[src/rtl/booth_mul_pkg.sv]
package booth_mul_pkg;
  typedef enum logic [2:0] {
    DIG_ZERO = 3'd0,
    DIG_P1   = 3'd1,
    DIG_P2   = 3'd2,
    DIG_N1   = 3'd3,
    DIG_N2   = 3'd4
  } booth_dig_e;
endpackage

[src/rtl/booth_recoder.sv]
module booth_recoder
  import booth_mul_pkg::*;
(
  input  logic [2:0] trip_i,
  output booth_dig_e dig_o
);
  always_comb begin
    unique case (trip_i)
      3'b001, 3'b010: dig_o = DIG_P1;
      3'b011:         dig_o = DIG_P2;
      3'b100:         dig_o = DIG_N2;
      3'b101, 3'b110: dig_o = DIG_N1;
      default:        dig_o = DIG_ZERO;
    endcase
  end
endmodule

[src/rtl/booth_multiple_sel.sv]
module booth_multiple_sel
  import booth_mul_pkg::*;
#(
  parameter int unsigned PW = 16
) (
  input  booth_dig_e        dig_i,
  input  logic [PW-1:0]     mcand_i,
  output logic [PW-1:0]     addend_o,
  output logic              cin_o
);
  logic [PW-1:0] mag;
  logic          neg;

  always_comb begin
    unique case (dig_i)
      DIG_P1, DIG_N1: mag = mcand_i;
      DIG_P2, DIG_N2: mag = {mcand_i[PW-2:0], 1'b0};
      default:        mag = '0;
    endcase
    neg      = (dig_i == DIG_N1) || (dig_i == DIG_N2);
    // subtract by adding the two's complement: invert here, +1 via carry-in
    addend_o = neg ? ~mag : mag;
    cin_o    = neg;
  end
endmodule

[src/rtl/booth_seq_ctrl.sv]
module booth_seq_ctrl #(
  parameter int unsigned STEPS = 4,
  localparam int unsigned CW   = $clog2(STEPS + 1)
) (
  input  logic clk_i,
  input  logic rst_ni,
  input  logic start_i,
  output logic accept_o,
  output logic busy_o,
  output logic last_o,
  output logic done_o
);
  logic [CW-1:0] cnt_q;
  logic          busy_q;
  logic          done_q;

  assign accept_o = start_i && !busy_q;
  assign last_o   = busy_q && (cnt_q == CW'(STEPS - 1));
  assign busy_o   = busy_q;
  assign done_o   = done_q;

  always_ff @(posedge clk_i or negedge rst_ni) begin
    if (!rst_ni) begin
      cnt_q  <= '0;
      busy_q <= 1'b0;
      done_q <= 1'b0;
    end else begin
      done_q <= last_o;
      if (accept_o) begin
        cnt_q  <= '0;
        busy_q <= 1'b1;
      end else if (busy_q) begin
        cnt_q  <= cnt_q + 1'b1;
        if (last_o) busy_q <= 1'b0;
      end
    end
  end
endmodule

[src/rtl/radix4_booth_mul.sv]
module radix4_booth_mul
  import booth_mul_pkg::*;
#(
  parameter int unsigned WIDTH = 8
) (
  input  logic               clk_i,
  input  logic               rst_ni,
  input  logic               start_i,
  input  logic [WIDTH-1:0]   mcand_i,
  input  logic [WIDTH-1:0]   mplier_i,
  output logic               busy_o,
  output logic               done_o,
  output logic [2*WIDTH-1:0] product_o
);
  localparam int unsigned PW    = 2 * WIDTH;
  localparam int unsigned STEPS = WIDTH / 2;

  logic [PW-1:0]  mcand_sh;
  logic [WIDTH:0] mplier_sh;
  logic [PW-1:0]  acc_q;
  logic [PW-1:0]  prod_q;
  logic [PW-1:0]  addend;
  logic [PW-1:0]  acc_sum;
  logic           cin;
  logic           accept;
  logic           busy;
  logic           last;
  booth_dig_e     dig;

  booth_seq_ctrl #(.STEPS(STEPS)) i_ctrl (
    .clk_i   (clk_i),
    .rst_ni  (rst_ni),
    .start_i (start_i),
    .accept_o(accept),
    .busy_o  (busy),
    .last_o  (last),
    .done_o  (done_o)
  );

  booth_recoder i_rec (
    .trip_i(mplier_sh[2:0]),
    .dig_o (dig)
  );

  booth_multiple_sel #(.PW(PW)) i_sel (
    .dig_i   (dig),
    .mcand_i (mcand_sh),
    .addend_o(addend),
    .cin_o   (cin)
  );

  assign acc_sum = acc_q + addend + {{(PW-1){1'b0}}, cin};

  always_ff @(posedge clk_i or negedge rst_ni) begin
    if (!rst_ni) begin
      mcand_sh  <= '0;
      mplier_sh <= '0;
      acc_q     <= '0;
      prod_q    <= '0;
    end else if (accept) begin
      mcand_sh  <= {{WIDTH{mcand_i[WIDTH-1]}}, mcand_i};
      mplier_sh <= {mplier_i, 1'b0};  // implied zero below the LSB
      acc_q     <= '0;
    end else if (busy) begin
      acc_q     <= acc_sum;
      mcand_sh  <= {mcand_sh[PW-3:0], 2'b00};
      mplier_sh <= {{2{mplier_sh[WIDTH]}}, mplier_sh[WIDTH:2]};
      if (last) prod_q <= acc_sum;
    end
  end

  assign busy_o    = busy;
  assign product_o = prod_q;
endmodule

[config.mk]
export PLATFORM = sky130hd
export DESIGN_NAME = radix4_booth_mul
export DESIGN_NICKNAME = d
export VERILOG_FILES = /design/src/rtl/booth_mul_pkg.sv /design/src/rtl/booth_recoder.sv /design/src/rtl/booth_multiple_sel.sv /design/src/rtl/booth_seq_ctrl.sv /design/src/rtl/radix4_booth_mul.sv
export SDC_FILE = /design/constraint.sdc
export NUM_CORES = 1
export LEC_CHECK = 0
export ABC_AREA = 1
export BUFFER_PORTS_ARGS = -buffer_cell sky130_fd_sc_hd__buf_2
export CAP_MARGIN = 15
export CORE_MARGIN = 3
export CORE_UTILIZATION = 56
export CTS_BUF_LIST = sky130_fd_sc_hd__clkbuf_4
export CTS_CLUSTER_DIAMETER = 60
export DETAILED_ROUTE_END_ITERATION = 6
export PLACE_DENSITY = 0.79
export SYNTH_ARGS = -nofsm -noshare
export SYNTH_HDL_FRONTEND = slang
export SYNTH_HIERARCHICAL = 1
export SYNTH_SLANG_ARGS = --single-unit
[constraint.sdc]
create_clock -name clk_i -period 2.93 [get_ports clk_i]
set_input_delay 0.1465 -clock clk_i [delete_from_list [all_inputs] [get_ports clk_i]]
set_output_delay 0.1465 -clock clk_i [all_outputs]
set_load 0.02 [all_outputs]
==> results of run 1 <==
## cell type report
cell class	instances	area share, %
Multi-Input combinational cell	398	45.5
Sequential cell	62	34.0
Inverter	76	6.30
Clock buffer	10	1.64
Clock inverter	6	0.630
Tap cell	93	2.55
Timing Repair Buffer	63	9.40
## state kept, by name, summed over array words and instances (netlist names)
register / count
acc_q: 16
mcand_sh: 16
product_o: 16
mplier_sh: 9
i_ctrl/cnt_q: 3
i_ctrl/busy_o: 1
i_ctrl/done_o: 1
## routing by layer
layer | up-vias | wire, um
li1 | 1866 | -
met1 | 1665 | 3990
met2 | 86 | 4330
met3 | 8 | 468
met4 | 0 | 97
met5 | - | 0
## cells in the final DEF, fill, tap and decap left out, drive strengths merged
cell type / n
ha: 16
fa: 2
or2: 2
o22ai: 1
clkinvlp: 1
nor3: 4
buf: 46
clkinv: 5
o21ai: 15
nand3b: 2
nand2: 238
clkbuf: 10
inv: 76
dfrtp: 62
o221ai: 11
dlygate4sd3: 17
nand3: 69
o211ai: 7
xnor2: 5
nor2: 14
xor2: 3
nand4: 1
a21oi: 8
## worst paths after layout
kind,end,cells past startpoint,startpoint,slack [ns]
worst max-delay path,product_o[8],14,mplier_sh[0],0.15
worst min-delay path,mcand_sh[13],3,mcand_i[7],0.17
worst max register to register,product_o[8],14,mplier_sh[0],0.15
worst min register to register,product_o[6],2,product_o[6],0.48
max in group asynchronous,mcand_sh[2],3,rst_ni,1.69
min in group asynchronous,acc_q[4],2,rst_ni,0.39
## critical path, delay by kind of cell, from the launching register on
| family | cells | cell delay (ns) |
|---|---|---|
| compound gates | 2 | 0.36 |
| fa+ha+maj | 2 | 0.62 |
| buf+inv | 2 | 0.15 |
| xor+xnor | 2 | 0.42 |
| flops | 1 | 0.46 |
| simple gates | 6 | 0.65 |
## stage by stage
step,TNS [ns],worst slack (ns)
floorplan,0,0.0952
global placement,0,0.236
detailed placement,0,0.0878
CTS,0,0.0566
global route,-0.0397,-0.0164
finish,0,0.147
## cell families after synthesis
kind of cell	Yosys count
AND/OR/NAND/NOR	330
XOR/XNOR	8
AO/OA/AOI/OAI	42
adder cells (fa/ha/maj)	18
buffers and inverters	91
flip-flops	62
## what timing repair did
item / in CTS / in global routing
buffers inserted: 0 / 2
hold endpoints to repair: 57 / 0
hold buffers: 17 / 0
setup endpoints to repair: 0 / 22
resized for setup: 0 / 14
==> metrics list, run 1 <==
- Global routing used between 20 and 30% of the available met1 tracks.
- Sorting the synthesized cells by area gives the leading types as sky130_fd_sc_hd__dfrtp_1 39%, sky130_fd_sc_hd__nand2_1 22%, sky130_fd_sc_hd__nand3_1 7.9%.
- Critical path, cell by cell: xor2_1 -> nand2_2 -> o21ai_4 -> xnor2_2 -> fa_2 -> inv_1 -> fa_2 -> inv_1 -> nand3_1 -> nand3_2 -> a21oi_1 -> or2_1 -> nand3_1 -> nand2_1
- Hold is met by 0.171 ns.
* Critical Path RT: roughly 3.2 ns
- The multi-input combinational cells in the finished layout cover a total of 0.00208 mm2.
- After Yosys synthesis, XOR and XNOR cells account for 1.77% of the synthesized area.
- Dividing the synthesized area by the synthesized cell count gives 7.16 um2.
- In this run the number of H-tree levels came out at 3.
- For the pin with the worst max-slew slack, the measured transition is 0.894 ns.
- In the final layout, the share of cells above drive strength 1 is 15.4%.
- The finished cells cover ~0.0046 mm2.
- The hold violation count in the final report came to 0.
- The repair_antennas step left the layout with diodes totalling 0.
* Tightest Hold Check Type: input pin to flop
- Summing the areas of all compound-gate instances in the mapped netlist gives 7.13% of the synthesized area.
- By count the netlist is led by 233 x sky130_fd_sc_hd__nand2_1, 68 x sky130_fd_sc_hd__inv_1, 62 x sky130_fd_sc_hd__dfrtp_1, 62 x sky130_fd_sc_hd__nand3_1, 16 x sky130_fd_sc_hd__ha_1.
- Share of synthesized cell area in full adder, half adder and majority cells: 6.09%
* Share of the core filled with cells in the final layout: between 60% and 70%
- Main combinational cell family by area after synthesis: simple AND/OR/NAND/NOR gates
* Max cap viols: 0
- After the first detailed-routing iteration, the DRC count stood at 170.
* Antenna viol nets, final: 0
- Cell with the most instances after synthesis: sky130_fd_sc_hd__nand2_1
- In this run the tightest slew margin relative to its limit is 40.4%.
* Count of buffers inserted at the top-level ports: 36
* Crit path DAT: 3.08 ns
- Total global-route track usage: 22.7%
- Once placement finished, the instance area stood at about 0.0042 mm2.
* GRT met3 Usage: 4.59%
- In the synthesized netlist the dominant register cell turns out to be sky130_fd_sc_hd__dfrtp_1.
- The clock reaches the later pin of the worst-skew pair after 0.41 ns.
* Count of state elements after synthesis: 62
* Area of all sequential standard cells: about 0.0016 mm2
- Total Die Area: 0.00809 mm2
* Post-DR wirelength/cell: 12.6 um
- The critical path is of the flop to flop type.
- In the finished design, the share of the clock period the worst path needs comes to 95.0%.
* Cell with the biggest individual delay on the critical path: sky130_fd_sc_hd__dfrtp_1
- The share of the Yosys chip area taken by registers is approximately 40%.
- DRC violation count after routing: 0
* Detailed Place HPWL: 6370 um
- Routability-driven placement finished with a final weighted congestion of 0.960.
* Height of the die: around 90 um
* Gate Count Post-Synth: around 550
- Area share of the largest cell type after synthesis: 39.3%
- Along the worst path, the maximum fanout reaches 6.
* Vias after detailed routing: around 3600
* Synthesized Nets: between 500 and 600
- Number of distinct library cell variants in the gate-level netlist after synthesis: 34
- Initial cell density of the core: 59.8%
* Category of the worst setup path capture point: flop
* Largest stage delay on the critical path: between 0.4 and 0.5 ns
- In this run the clock root is driven by a sky130_fd_sc_hd__clkbuf_4.
- TritonCTS clock tree: yes
- After the last flow step, the layout net total stands at 647.
- Vias per Instance: a little over 5
- The filler cells instantiated in the layout total 550.
* Number of CTS-inserted buffers: 9
- After global routing the overflow that remains totals 0.
* M2 GR Usage: 38.8%
- Cell row count: 29
- After synthesis, the share of cell area in mux cells is 0%.
- The first detailed-routing pass ran for 5 iterations.
* Cell type with the largest total area after synthesis: sky130_fd_sc_hd__dfrtp_1
- Final setup violation count: 0
- On the final layout, the worst clock skew is 0.00985 ns.
* Global-route wire length before repair: 15200 um
- Once placement completed, the tool counted placed cells totaling 673.
- After synthesis, the share of flip-flops with an asynchronous set or reset is 100%.
* Antenna violations before repair: 0
- Routed wire length: just under 9000 um
* Startpoint class of the critical path: flop
- Timing would allow up to around 0.36 GHz.
- Post-synthesis instance area: 0.00395 mm2
- The routed design could run at a clock period as short as 2.78 ns.
- After global routing, the most crowded layer is met2.
- Relative to the synthesized area, the layout overhead comes to 15.7%.
- Simple-gate share of the synthesized area: 35.5%
* Die extent in x: 90.0 um
- Count of non-filler cells in the finished layout: 708
- The clock drives 62 sinks.
- The total count of max-transition violations in the final report came to 0.
- Clock slew at reported path FFs: 0.11 ns
- Yosys mapped a number of flops with a built-in enable equal to 0.
- Yosys printed 6 warnings.
- I/O pin count: 37
- Placeable Area: 0.00660 mm2
- In this run the deepest clock path goes through 2 buffers.
* Pin count of the biggest net entering global routing: 40
* Via count of the first global-routing pass: 3437
- The flow ran to the end, and the final reports show no timing, DRC or antenna violations.
Power of run 1 is not shown: default switching activity piles up to over one toggle a cycle in this logic, so the estimate is an artifact.
==> inputs of run 2 (changes only) <==
--- a/config.mk
+++ b/config.mk
@@ -14,6 +14,7 @@
 export CTS_CLUSTER_DIAMETER = 60
 export DETAILED_ROUTE_END_ITERATION = 6
 export PLACE_DENSITY = 0.79
+export SETUP_SLACK_MARGIN = 0.5
 export SYNTH_ARGS = -nofsm -noshare
 export SYNTH_HDL_FRONTEND = slang
 export SYNTH_HIERARCHICAL = 1
==> constraint.sdc (replaced) <==
create_clock -name clk_i -period 2.93 [get_ports clk_i]
set_input_delay 0.4395 -clock clk_i [delete_from_list [all_inputs] [get_ports clk_i]]
set_output_delay 0.4395 -clock clk_i [all_outputs]
set_load 0.02 [all_outputs]
==> run 2 against run 1 <==
Effect of this change: global-route usage grew 0.89 points; setup slack worse by 0.0014 ns; non-clock buffer count fell by 3; clock skew grew 0.0085 ns; critical path depth rose by 4; worst hold slack worse by 0.055 ns; critical path type unchanged; highest routed layer unchanged.
==> metrics list, run 2 (synthesis gave the netlist of run 1 again) <==
- Final worst slack: 0.146 ns (was 0.147 ns)
* Layout Skew: 0.0183 ns (was 0.00985 ns)
- The horizontal die dimension was 90.0 um (unchanged).
* Type of the setup path with the least slack: flop to flop (unchanged)
* Total Die Area: 0.00809 mm2 (unchanged)
* Final standard cell area without fillers: 0.00502 mm2 (was 0.00457 mm2)
- The fraction of layout instances using a drive strength above 1 was 32.0% (was 15.4%).
* Global-route wire length before repair: 15800 um (was 15200 um)
- Detailed Place HPWL: 6510 um (was 6370 um)
- The routed wire length was 11000 um (was 8890 um).
* Tightest Hold Check Type: input pin to async pin (was input pin to flop)
- The normalized max-slew margin was 44.8% (was 40.4%).
- The initial cell density of the core came to 59.8% (unchanged).
* Height of the die: 90.0 um (unchanged)
- The residual DRC count is 0 (unchanged).
- Via count of the first global-routing pass: 3569 (was 3437)
- Most used cells in the layout excluding fill and tap cells: 189 x sky130_fd_sc_hd__nand2_1, 60 x sky130_fd_sc_hd__inv_1, 60 x sky130_fd_sc_hd__dfrtp_1, 51 x sky130_fd_sc_hd__nand3_1, 41 x sky130_fd_sc_hd__nand2_2 (was 232 x sky130_fd_sc_hd__nand2_1, 68 x sky130_fd_sc_hd__inv_1, 62 x sky130_fd_sc_hd__nand3_1, 61 x sky130_fd_sc_hd__dfrtp_1, 36 x sky130_fd_sc_hd__buf_2).
* Most common cell after layout, fill and taps aside: sky130_fd_sc_hd__nand2_1 (unchanged)
- Clock slew at reported path FFs: 0.09 ns (was 0.11 ns)
* Slew Viols, Final: 0 (unchanged)
- The time the final worst path needs with I/O delays and setup came to 2.78 ns (about the same).
- The critical path launch point type was a flop (unchanged).
- The actual transition at the worst max-transition pin came to 0.828 ns (was 0.894 ns).
- Fin. Hold Viols: 0 (unchanged)
- Number of CTS-inserted buffers: 9 (unchanged)
* Critical Path RT: 3.24 ns (was 3.23 ns)
- The number of rows created at floorplan is 29 (unchanged).
* Clock Sink Count: 62 (unchanged)
* Unrepaired setup endpoints after global routing: yes
- Max cap viols: 0 (unchanged)
* Post-Place Worst Slack: 0.241 ns (was 0.0878 ns)
- Congestion Overflow GR: 0 (unchanged)
- TritonCTS clock tree: yes (unchanged)
- H-tree lvl count: 3 (unchanged)
- Inserted Diodes: 0 (unchanged)
* Cell at the root of the clock tree: sky130_fd_sc_hd__clkbuf_4 (unchanged)
* Placed inst area: 0.00425 mm2 (was 0.00419 mm2)
* Setup total negative slack: 0 ns (unchanged)
- Post-DR wirelength/cell: 15.5 um (was 12.6 um)
* Count of buffers inserted at the top-level ports: 36 (unchanged)
* Max Fclk: 0.359 GHz (about the same)
* Vias per Instance: 5.62 (was 5.12)
- The total of hold buffers inserted after clock tree synthesis was 0 (was 17).
- Outcome: finished clean (unchanged).
* Antenna violations before repair: 0 (unchanged)
* Total number of nets in the final design: 646 (was 647)
- Final period utilization: 95.0% (about the same)
* Vias after detailed routing: 3966 (was 3625)
* Routability cong.: 0.948 (was 0.960)
* Crit path DAT: 3.09 ns (was 3.08 ns)
* Bufs on Longest Clock Path: 2 (unchanged)
* Antenna viol nets, final: 0 (unchanged)
- The setup violation total in the final timing report is 0 (unchanged).
* Drt first-iter violations: 262 (was 170)
- The count of boundary I/O pins is 37 (unchanged).
* Detailed Routing Iterations Pass 1: 6 (was 5)
- Placeable Area: 0.00660 mm2 (unchanged)
* Peak fanout along the critical path: 8 (was 6)
- Pin count of the biggest net entering global routing: 35 (was 40)
- Total global-route track usage: 23.6% (was 22.7%)
* Clock latency of the later-clocked register in the worst-skew pair: 0.42 ns (was 0.41 ns)
* Worst hold-check slack: 0.116 ns (was 0.171 ns)
* Category of the worst setup path capture point: flop (unchanged)
* Signed area change from the synthesized netlist to the final layout: 27.2% (was 15.7%)
==> run 2: final timing paths <==
kind,from,endpoint,slack [ns],cells after the start
setup / recovery,mplier_sh[1],product_o[6],0.15,18
hold / removal,rst_ni,acc_q[7],0.12,1
setup reg to reg,mplier_sh[1],product_o[6],0.15,18
hold reg to reg,product_o[11],product_o[11],0.48,2
max in group asynchronous,rst_ni,acc_q[15],2.17,2
min in group clk_i,mplier_i[7],mplier_sh[8],0.23,3
==> run 2: what timing repair did <==
item / CTS / global route
pin swaps: 5 / 21
buffers inserted: 4 / 13
cloned: 1 / 2
endpoints found under the setup margin: 26 / 30
gates resized for setup: 14 / 100
==> run 2: metal layers <==
metal	GRT usage, %	wire [um]	share of wire, %
met5	0	0	0
met4	10.5	629	5.7
met3	4.09	746	6.8
met2	41.1	5300	48
met1	28.6	4300	39
==> run 2: final cells by class <==
| cell class | instances | area [um2] |
|---|---|---|
| Clock buffer | 12 | 90.1 |
| Clock inverter | 3 | 12.5 |
| Fill cell | 453 | 1580 |
| Inverter | 76 | 298 |
| Multi-Input combinational cell | 399 | 2520 |
| Sequential cell | 62 | 1550 |
| Tap cell | 93 | 116 |
| Timing Repair Buffer | 60 | 420 |
| Timing Repair inverter | 1 | 8.76 |
==> run 2: worst max-delay path: stages, from the launching register on <==
cell,delay (ns)
sky130_fd_sc_hd__dfrtp_2,0.47
sky130_fd_sc_hd__buf_6,0.14
sky130_fd_sc_hd__nor3_4,0.15
sky130_fd_sc_hd__buf_6,0.14
sky130_fd_sc_hd__nand2_2,0.09
sky130_fd_sc_hd__nand2_4,0.12
sky130_fd_sc_hd__nand3_1,0.14
sky130_fd_sc_hd__nand2_1,0.18
sky130_fd_sc_hd__nand2_4,0.06
sky130_fd_sc_hd__nand2_2,0.10
sky130_fd_sc_hd__ha_4,0.23
sky130_fd_sc_hd__buf_4,0.15
sky130_fd_sc_hd__nand2_1,0.08
sky130_fd_sc_hd__nor2_2,0.04
sky130_fd_sc_hd__nand2_2,0.08
sky130_fd_sc_hd__nand3_4,0.11
sky130_fd_sc_hd__or2_4,0.28
sky130_fd_sc_hd__nand3_1,0.07
sky130_fd_sc_hd__nand2_1,0.05
==> run 2: per-stage QoR <==
| step | utilization (%) | instances |
|---|---|---|
| floorplan | - | 551 |
| global placement | 64.3 | 671 |
| detailed placement | 64.3 | 671 |
| CTS | 67.6 | 691 |
| global route | 76.0 | 706 |
| finish | 76.0 | 706 |
Power of run 2 is left out for the same reason.
